===== src/rtl/updn_lfsr_pkg.sv =====
// Package: shared types for the reversible address stepper.
// Assumes: one direction bit, where 1 means forward (toward the high stage).
package updn_lfsr_pkg;

    // Direction of one shift step
    typedef enum logic {
        STEP_DOWN = 1'b0,
        STEP_UP   = 1'b1
    } step_dir_e;

endpackage


===== src/rtl/updn_lfsr_fb.sv =====
// Module: updn_lfsr_fb
// Computes both feedback bits from the present state.
// Forward feedback enters the low stage and uses the taps (HI, TAP), plus the
// NOR of stages 0..HI-1. Reverse feedback enters the high stage and uses the
// mirrored taps (0, TAP+1), plus the NOR of stages 1..HI.
// Assumes: a single-tap feedback polynomial, with TAP+1 <= WIDTH-1.
module updn_lfsr_fb #(
    parameter int WIDTH = 3,
    parameter int TAP   = 0
) (
    input  logic [WIDTH-1:0] cur,
    output logic             fb_up,
    output logic             fb_dn
);
    localparam int HI     = WIDTH - 1;
    localparam int TAP_DN = TAP + 1;

    // Forward and reverse feedback, each with its zero-state correction
    always_comb begin
        fb_up = cur[HI] ^ cur[TAP]    ^ ~(|cur[HI-1:0]);
        fb_dn = cur[0]  ^ cur[TAP_DN] ^ ~(|cur[HI:1]);
    end
endmodule


===== src/rtl/updn_lfsr_stage_mux.sv =====
// Module: updn_lfsr_stage_mux
// One 2:1 selector per stage, which picks the value loaded into that stage.
// Forward: stage i takes stage i-1, and stage 0 takes fb_up.
// Reverse: stage i takes stage i+1, and stage HI takes fb_dn.
// Assumes: WIDTH >= 2.
module updn_lfsr_stage_mux
    import updn_lfsr_pkg::*;
#(
    parameter int WIDTH = 3
) (
    input  logic [WIDTH-1:0] cur,
    input  logic             fb_up,
    input  logic             fb_dn,
    input  step_dir_e        dir,
    output logic [WIDTH-1:0] nxt
);
    localparam int HI = WIDTH - 1;

    for (genvar i = 0; i < WIDTH; i++) begin : g_stage
        logic from_lo;
        logic from_hi;

        if (i == 0) begin : g_lo_end
            assign from_lo = fb_up;
        end else begin : g_lo_mid
            assign from_lo = cur[i-1];
        end

        if (i == HI) begin : g_hi_end
            assign from_hi = fb_dn;
        end else begin : g_hi_mid
            assign from_hi = cur[i+1];
        end

        // Per-stage selector steered by the direction
        always_comb begin
            nxt[i] = (dir == STEP_UP) ? from_lo : from_hi;
        end
    end
endmodule


===== src/rtl/updn_lfsr_stepper.sv =====
// Module: updn_lfsr_stepper (top)
// Reversible shift register that covers all 2^WIDTH states, the all-zero word
// included. It is used as the memory self-test address and pattern stepper.
// Assumes: synchronous active-low reset; en qualifies every step; the default
// TAP gives x^3+x+1 forward and x^3+x^2+1 in reverse.
module updn_lfsr_stepper
    import updn_lfsr_pkg::*;
#(
    parameter int WIDTH = 3,
    parameter int TAP   = 0
) (
    input  logic             clk,
    input  logic             rst_n,
    input  logic             en,
    input  logic             up,
    output logic [WIDTH-1:0] state
);
    logic [WIDTH-1:0] cur_q;
    logic [WIDTH-1:0] nxt;
    logic             fb_up;
    logic             fb_dn;
    step_dir_e        dir;

    // Map the raw direction pin onto the shared type
    always_comb begin
        dir = up ? STEP_UP : STEP_DOWN;
    end

    updn_lfsr_fb #(
        .WIDTH (WIDTH),
        .TAP   (TAP)
    ) u_fb (
        .cur   (cur_q),
        .fb_up (fb_up),
        .fb_dn (fb_dn)
    );

    updn_lfsr_stage_mux #(
        .WIDTH (WIDTH)
    ) u_mux (
        .cur   (cur_q),
        .fb_up (fb_up),
        .fb_dn (fb_dn),
        .dir   (dir),
        .nxt   (nxt)
    );

    // State register: reset to zero, otherwise step when enabled
    always_ff @(posedge clk) begin
        if (!rst_n) begin
            cur_q <= '0;
        end else if (en) begin
            cur_q <= nxt;
        end
    end

    assign state = cur_q;
endmodule


===== config.mk =====
export PLATFORM = sky130hd
export DESIGN_NAME = updn_lfsr_stepper
export DESIGN_NICKNAME = d
export VERILOG_FILES = /design/src/rtl/updn_lfsr_pkg.sv /design/src/rtl/updn_lfsr_fb.sv /design/src/rtl/updn_lfsr_stage_mux.sv /design/src/rtl/updn_lfsr_stepper.sv
export SDC_FILE = /design/constraint.sdc
export NUM_CORES = 1
export LEC_CHECK = 0
export ABC_AREA = 1
export BUFFER_PORTS_ARGS = -buffer_cell sky130_fd_sc_hd__buf_2
export CORE_AREA = 8 8 45 47
export CTS_CLUSTER_DIAMETER = 40
export DETAILED_ROUTE_END_ITERATION = 8
export DIE_AREA = 0 0 53 55
export GPL_TIMING_DRIVEN = 0
export SYNTH_ARGS = -nofsm -noshare
export SYNTH_HDL_FRONTEND = slang
export SYNTH_HIERARCHICAL = 1
export SYNTH_SLANG_ARGS = --single-unit
export TNS_END_PERCENT = 10

===== constraint.sdc =====
create_clock -name clk -period 3.2 [get_ports clk]
set_input_delay 0.16 -clock clk [delete_from_list [all_inputs] [get_ports clk]]
set_output_delay 0.16 -clock clk [all_outputs]
set_load 0.005 [all_outputs]

## Word level (Yosys, flattened, before mapping)

Cells that the tools add are included.

- Output and inout port bits: 3
- Word-level logic and storage cells: 13
- Flip-flop bits (word level): 3

- Reductions and logical operators: 2
- Bitwise operators: 6
- Muxes and demuxes: 4

Operators with widths:

| kind | number |
|---|---|
| $mux 1 | 4 |
| $reduce_or 2->1 | 2 |
| $xor 1x1->1 | 4 |
| $not 1->1 | 2 |

## Logic depth before layout (Yosys ltp)

Gate-level depths: netlist of the first run.

- Depth after elaboration: 4
- Depth in mapped cells: 11
- Depth with buffers taken out: 11

## Hierarchy

The synthesis of the first run kept the hierarchy.

Modules (own cells, without submodules):

| module | instances | cells an instance | sequential area each (µm²) | area each (µm²) |
|---|---|---|---|---|
| updn_lfsr_stepper | 1 | 18 | 60.1 | 116.4 |
| updn_lfsr_fb | 1 | 13 | 0.0 | 63.8 |
| updn_lfsr_stage_mux | 1 | 10 | 0.0 | 37.5 |

## Least setup slack after synthesis of the first run

Ideal clock, no wire load.

- Path type: flip-flop to flip-flop
- Start: reg cur_q[0] (netlist: state[0])
- End: reg cur_q[2] (netlist: state[2])
- Setup slack: 1.954 ns
- Clock period less this slack: 1.246 ns
- Stages on the path, launching flop included: 10
- Arrival: 1.133 ns
- Buffers on the path: 0
- Required time: 3.087 ns
- Cells stage by stage: dfxtp_1 > inv_1 > ha_1 > xor2_1 > nand2_1 > nand2_1 > inv_1 > nand2_1 > nand2_1 > nor2_1

- Cells in the longest elaborated chain, start to end: 3

RTL lines:

| element | RTL line | text |
|---|---|---|
| from (decl) | updn_lfsr_stepper.sv:18 | `logic [WIDTH-1:0] cur_q;` |
| from (signal assigned) | updn_lfsr_stepper.sv:53 | `cur_q <= nxt;` |
| $xor 1x1->1 (2 in a row) | updn_lfsr_fb.sv:21 | `fb_dn = cur[0] ^ cur[TAP_DN] ^ ~(\|cur[HI:1]);` |
| named net fb_dn | updn_lfsr_stepper.sv:21 | `logic fb_dn;` |
| $mux 1 | updn_lfsr_stage_mux.sv:37 | `nxt[i] = (dir == STEP_UP) ? from_lo : from_hi;` |
| named net nxt[2] | updn_lfsr_stepper.sv:19 | `logic [WIDTH-1:0] nxt;` |

The timed path passes the listed nets, and every way through them passes these cells.
A chain may end at the register's enable or synchronous reset.

## Final worst setup path of the first run

Ends and elaborated chain as after synthesis.

==> impl_metrics.csv, run 1 <==
group,metric,value,unit
setup_path,crit_type,"register to register",
setup_path,r2r-start,"state[0]",
clock_network,cts_inserted_buffers,3,
global_route,antenna_found_initial,0,
worst_hold_path,hold_end,"state[0]",
setup_path,arrival,1.46,ns
yosys,yosysTopAreaCell,"nand2_1",
clock_network,cts_resized,0,
route,ant_nets,0,
yosys,synth_top_area_share,34.5,%
global_route,grt_pass1_wl,724,um
setup_path,cp_data_required_time,3.32,ns
final_layout,drive_gt1_share,19.6,%
timing,finalSetupViolCount,0,
placement,gp_congestion,0.659,
setup_path,cp_num_buf_inv,2,
setup_path,crit_top_cell,"nand2_1",
route,drt-pass1-iter-count,3,
clock_network,cts_max_level,1,
power,power.density,488,nW/um^2
route,drt_iter0_drc,7,
timing,hold_viol_final,0,
clock_network,cts_buffer_depth,2,
global_route,grt-ovfl-total,0,
timing,max_freq,0.750,GHz
yosys,synth_commonest_cells,"nand2_1 (20), inv_1 (7), nor2_1 (7)",
timing,maxSlewHeadroom,86.5,%
floorplan,die_w,53,um
worst_hold_path,hold_path_startpoint,"rst_n",
yosys,syn_inst,41,
setup_path,crit_family,"flip-flops",
timing,hold_slack,0.172,ns
placement,place_inst,63,
power,ir_drop,0.000276,V
clock_network,clk_latency,0.23,ns
setup_path,r2r-end,"state[2]",
timing,fin_crit_sh,41.7,%
global_route,grt_max_degree,7,
global_route,first_global_vias,197,
clock_network,cts_tree,"yes",
timing,fin_crit,1.33,ns
timing,finalClockSkew,0.00305,ns
floorplan,rows,14,
placement,hpwl,372,um
setup_path,crit_chain,"inv_1 > ha_1 > xor2_1 > nand2_1 > nand2_1 > inv_1 > nand2_1 > nand2_1 > nor2_1",
setup_path,r2r_slack,1.87,ns
timing,final.setup.tns,0,ns
yosys,yosysMostFrequentCell,"nand2_1",
worst_hold_path,min_path_type,"input pin to register",
timing,rsz0062_at_grt,"false",
route,dr_total_vias,241,
setup_path,cpPeakStageDelay,0.39,ns
yosys,ys_seq_elements,3,
flow_run,max-cap-violations,0,
floorplan,dieHeight,55,um
yosys,synth-main-ff-cell,"dfxtp_1",
yosys,syn-num-nets,46,
route,via_per_inst,3.60,
worst_hold_path,hold_depth,3,
timing,worst_pin_slew,0.202,ns
outcome,outcome,"complete, no violations",
yosys,netlist_area,218,um^2
clock_network,clock-root-buffer,"clkbuf_4",
power,p_leak,0.178,nW
route,drc_errors,0,
clock_network,ctsHoldBuffers,0,
yosys,synth_edf_count,0,
clock_network,cts.sink_count,3,
yosys,synth_area_leaders,"nand2_1 (34%), dfxtp_1 (28%), inv_1 (12%)",
clock_network,cts_setup_buffers,0,
setup_path,critPathSlowestCell,"dfxtp_1",
yosys,ys_warn_count,6,
route,wire_per_inst,7.28,um
route,routed_wl,488,um
floorplan,dieArea,2920,um^2
setup_path,rr_worst_depth,9,
final_layout,diodes,0,
yosys,avgSynthCellArea,5.31,um^2
final_layout,largest_register_ffs,3,
clock_network,clkTransAtPathRegs,0.04,ns
timing,drv_slew,0,
floorplan,core_area,1380,um^2
setup_path,setup.worst_path.end_class,"register",
floorplan,initial_utilization,15.7,%
yosys,ys_seq_area_share,27.6,%
final_layout,layout.nets,57,
setup_path,path_max_fanout,5,
yosys,synthArstFlopShare,0,%
final_layout,layout.cells.non_filler,67,
floorplan,pin_count,7,
placement,portBuffers,6,
final_layout,syn_to_final_growth,35.1,%
global_route,grt_use_total,3.50,%
yosys,synth_cell_type_count,8,
setup_path,cp-start-kind,"register",
## report_power, final
| part | total, mW | leakage (nW) | switching, mW | internal (mW) |
|---|---|---|---|---|
| Sequential | 0.0450 | 0.0249 | 0.00433 | 0.0407 |
| Combinational | 0.0323 | 0.138 | 0.0179 | 0.0145 |
| Clock | 0.0661 | 0.0150 | 0.0194 | 0.0467 |
| Total | 0.143 | 0.178 | 0.0416 | 0.102 |
## worst max-delay path by stage
stage,startpoint,endpoint,slack (ns),cells past startpoint
after global placement,state[0],state[2],1.89,9
after global routing,state[0],state[2],1.77,9
after detailed placement,state[0],state[2],1.88,9
after floorplan,state[0],state[2],1.95,9
final,state[0],state[2],1.87,9
after CTS,state[0],state[2],1.85,9
## worst reg2reg max path: stages, from the launching register on
cell and delay (ns):
dfxtp_1 0.39, inv_1 0.08, ha_1 0.30, xor2_1 0.16
nand2_1 0.07, nand2_1 0.04, inv_1 0.05, nand2_1 0.04
nand2_1 0.06, nor2_1 0.04
## metrics by stage
stage / power (mW) / worst slack, ns / util [%] / instance area, um^2
finish: 0.143 / 1.87 / 21.2 / 294
floorplan: 0.0677 / 1.95 / - / 218
detailed placement: 0.0781 / 1.88 / 19.3 / 268
global route: 0.155 / 1.77 / 21.2 / 294
global placement: 0.0777 / 1.89 / 19.3 / 268
CTS: 0.146 / 1.85 / 21.2 / 294
## metal layers
layer	GRT usage, %	up-vias	share of wire [%]
met2	4.88	8	37
met1	3.95	96	55
met3	2.67	0	8.0
met4	1.29	0	0
li1	-	137	-
met5	0	-	0
## kinds of logic (layout without fill, tap and decap cells)
group / Yosys count / after routing / share of synthesized area, %
xor gates and xnor gates: 1 / 1 / 4.02
adders and majority gates: 1 / 1 / 5.75
buffers and inverters: 8 / 18 / 13.8
DFF: 3 / 3 / 27.6
and+or+nand+nor: 28 / 28 / 48.8
## cell usage in the layout (no fill, tap or decap)
cell type and count:
nand2_1 20, nor2_1 7, inv_1 7, buf_2 6, clkbuf_4 3, dfxtp_1 3
clkbuf_1 1, nand3_1 1, xor2_1 1, ha_1 1, inv_2 1
## final cells by class
cell class / count / area, um^2
Tap cell: 16 / 20.0
Multi-Input combinational cell: 30 / 128
Inverter: 8 / 30.0
Clock buffer: 4 / 26.3
Timing Repair Buffer: 6 / 30.0
Sequential cell: 3 / 60.1
Fill cell: 162 / 1090
Power figures use the tool's default switching activity.
==> run 2, diff against run 1 <==
--- a/config.mk
+++ b/config.mk
@@ -5,7 +5,7 @@
 export SDC_FILE = /design/constraint.sdc
 export NUM_CORES = 1
 export LEC_CHECK = 0
-export ABC_AREA = 1
+export ABC_AREA = 0
 export BUFFER_PORTS_ARGS = -buffer_cell sky130_fd_sc_hd__buf_2
 export CORE_AREA = 8 8 45 47
 export CTS_CLUSTER_DIAMETER = 40
==> constraint.sdc (replaced) <==
create_clock -name clk -period 1.1 [get_ports clk]
set_input_delay 0.055 -clock clk [delete_from_list [all_inputs] [get_ports clk]]
set_output_delay 0.055 -clock clk [all_outputs]
set_load 0.005 [all_outputs]
==> run 2 against run 1 <==
Compared with the run above: the flow now finishes with violations (setup timing); clock power rose to 3.0 times the previous value; first-iteration DRC count is 86% lower; sequential power grew to 2.9 times the previous value; critical path type unchanged; synthesized cell count shrank 54%; total power rose to 3.2 times the previous value; largest power group unchanged; largest cell class unchanged.
==> impl_metrics.csv, run 2 <==
group,metric,value,unit
outcome,outcome,"finished with violations",
outcome,violations,"setup timing",
yosys,ys_seq_elements,3,
placement,pre_cts_slack,-0.291,ns
power,p_leak,0.144,nW
placement,portBuffers,6,
power,p_sw,0.120,mW
route,ant_nets,0,
setup_path,crit_chain,"inv_2 > ha_4 > xnor2_2 > xnor2_1 > mux2_4 > mux2i_1 > nor2b_1",
yosys,yosysTopAreaCell,"dfxtp_1",
setup_path,cpPeakStageDelay,0.34,ns
timing,finalSetupViolCount,2,
final_layout,syn_to_final_growth,63.6,%
timing,final.setup.tns,-0.463,ns
setup_path,cp-start-kind,"register",
timing,drv_slew,0,
yosys,synth_area_leaders,"dfxtp_1 (31%), mux2_2 (18%), mux2i_1 (16%)",
yosys,synth_compound_area_share,0,%
global_route,grt_max_degree,6,
clock_network,cts_max_level,1,
clock_network,cts_resized,0,
final_layout,layout.nets,37,
floorplan,dieArea,2920,um^2
power,swShare,26.0,%
yosys,syn_inst,19,
clock_network,cts_inserted_buffers,3,
floorplan,core_area,1380,um^2
route,wire_per_inst,8.70,um
final_layout,diodes,0,
clock_network,clk_latency,0.23,ns
timing,rsz0062_at_grt,"true",
power,share_comb_of_total_power,29.8,%
floorplan,pin_count,7,
global_route,antenna_found_initial,0,
clock_network,cts_buffer_depth,2,
setup_path,cp_num_buf_inv,1,
yosys,synth_top_area_share,31.2,%
timing,post-route-worst-setup-slack,-0.275,ns
setup_path,cp_data_required_time,1.22,ns
yosys,avgSynthCellArea,10.1,um^2
yosys,syn-num-nets,24,
final_layout,final_common_cell,"buf_2",
yosys,synth.mux.area_fraction,33.1,%
global_route,grt_pass1_wl,676,um
yosys,netlist_area,193,um^2
clock_network,clock-root-buffer,"clkbuf_4",
timing,worst_pin_slew,0.206,ns
setup_path,setup.worst_path.end_class,"register",
yosys,synth_xor_xnor_area_share,13.6,%
yosys,synth_commonest_cells,"dfxtp_1 (3), mux2_2 (3), mux2i_1 (3), nor2b_1 (3)",
global_route,first_global_vias,182,
floorplan,rows,14,
yosys,synth-simple-area-share,11.7,%
final_layout,largest_register_ffs,3,
route,dr_total_vias,163,
floorplan,dieHeight,55,um
setup_path,path_max_fanout,2,
clock_network,cts.sink_count,3,
yosys,synth_top_family_by_area,"multiplexers",
timing,hold_slack,0.0626,ns
route,drt-pass1-iter-count,3,
route,drt_iter0_drc,1,
floorplan,initial_utilization,13.9,%
setup_path,arrival,1.49,ns
setup_path,crit_type,"register to register",
route,routed_wl,409,um
final_layout,drive_gt1_share,64.5,%
power,power.density,1460,nW/um^2
clock_network,clkTransAtPathRegs,0.04,ns
final_layout,nFillCells,156,
global_route,grt_use_total,3.67,%
yosys,synth_edf_count,0,
floorplan,die_w,53,um
timing,finalClockSkew,0.000596,ns
yosys,synth-main-ff-cell,"dfxtp_1",
yosys,synth_adder_area_share,6.49,%
setup_path,crit_family,"multiplexers",
timing,fin_crit,1.37,ns
power,clock_power_share,42.2,%
setup_path,critPathSlowestCell,"dfxtp_4",
worst_hold_path,min_path_type,"input pin to register",
route,drc_errors,0,
flow_run,max-cap-violations,0,
global_route,grt-ovfl-total,0,
power,ir_drop,0.000327,V
timing,max_freq,0.727,GHz
yosys,ys_seq_area_share,31.2,%
yosys,ys_warn_count,6,
yosys,synthArstFlopShare,0,%
final_layout,layout_common_cells,"buf_2 (6), mux2i_1 (3), nor2b_1 (3), clkbuf_4 (3)",
power,p_int,0.341,mW
route,via_per_inst,3.47,
power,seq_power_share,28.0,%
timing,fin_crit_sh,125,%
timing,maxSlewHeadroom,86.3,%
clock_network,ctsHoldBuffers,0,
yosys,synth_cell_type_count,9,
timing,hold_viol_final,0,
clock_network,cts_tree,"yes",
placement,gp_congestion,0.682,
==> run 2: changes by cell type after synthesis <==
| cell | before | now |
|---|---|---|
| inv_1 | 7 | 2 |
| inv_2 | 1 | 0 |
| mux2_2 | 0 | 3 |
| mux2i_1 | 0 | 3 |
| nand2_1 | 20 | 0 |
| nand3_1 | 1 | 0 |
| nor2_1 | 7 | 1 |
| nor2b_1 | 0 | 3 |
| xnor2_1 | 0 | 2 |
==> run 2: cells by family after synthesis <==
| group | Yosys count |
|---|---|
| xor gates and xnor gates | 3 |
| adders and majority gates | 1 |
| buffers and inverters | 2 |
| DFF | 3 |
| muxes | 6 |
| and+or+nand+nor | 4 |
==> run 2: cell type report <==
cell class | count | area, um^2 | share of cell area (%)
Multi-Input combinational cell | 14 | 149 | 47.2
Sequential cell | 3 | 67.6 | 21.4
Timing Repair Buffer | 8 | 45.0 | 14.3
Clock buffer | 4 | 26.3 | 8.33
Tap cell | 16 | 20.0 | 6.35
Inverter | 2 | 7.51 | 2.38
==> run 2: power groups by stage <==
stage          Combinational, mW  Clock, mW  Sequential [mW]
2_1_floorplan             0.0959          0            0.135
3_3_place_gp               0.124          0            0.137
3_5_place_dp               0.124          0            0.137
4_1_cts                    0.139      0.205            0.130
5_1_grt                    0.152      0.210            0.131
6_report                   0.138      0.195            0.129
==> run 2: path summary, 6_finish.rpt <==
kind	start	to	slack, ns	cells past startpoint
max reg2reg	state[0]	state[0]	-0.27	7
min reg2reg	state[2]	state[2]	0.59	2
max	state[0]	state[0]	-0.27	7
min	rst_n	state[2]	0.06	2
==> run 2: metrics by stage <==
step	power [mW]	util, %	area (um^2)	std cells
2_1_floorplan	0.231	-	224	19
3_3_place_gp	0.260	19.8	274	41
3_5_place_dp	0.261	19.8	274	41
4_1_cts	0.475	22.8	315	47
5_1_grt	0.492	22.8	315	47
6_report	0.462	22.8	315	47
==> run 2: timing repair <==
item	CTS	global route
pin swaps	3	0
setup endpoints to repair	2	2
buffers inserted	2	0
gates cloned	0	0
endpoints found under the hold margin	0	0
==> run 2: layer usage <==
| layer | vias to the layer above | GRT usage, % | wire (um) |
|---|---|---|---|
| li1 | 86 | - | - |
| met1 | 66 | 3.66 | 178 |
| met2 | 9 | 4.30 | 141 |
| met3 | 2 | 2.41 | 68 |
| met4 | 0 | 5.17 | 21 |
| met5 | - | 0 | 0 |
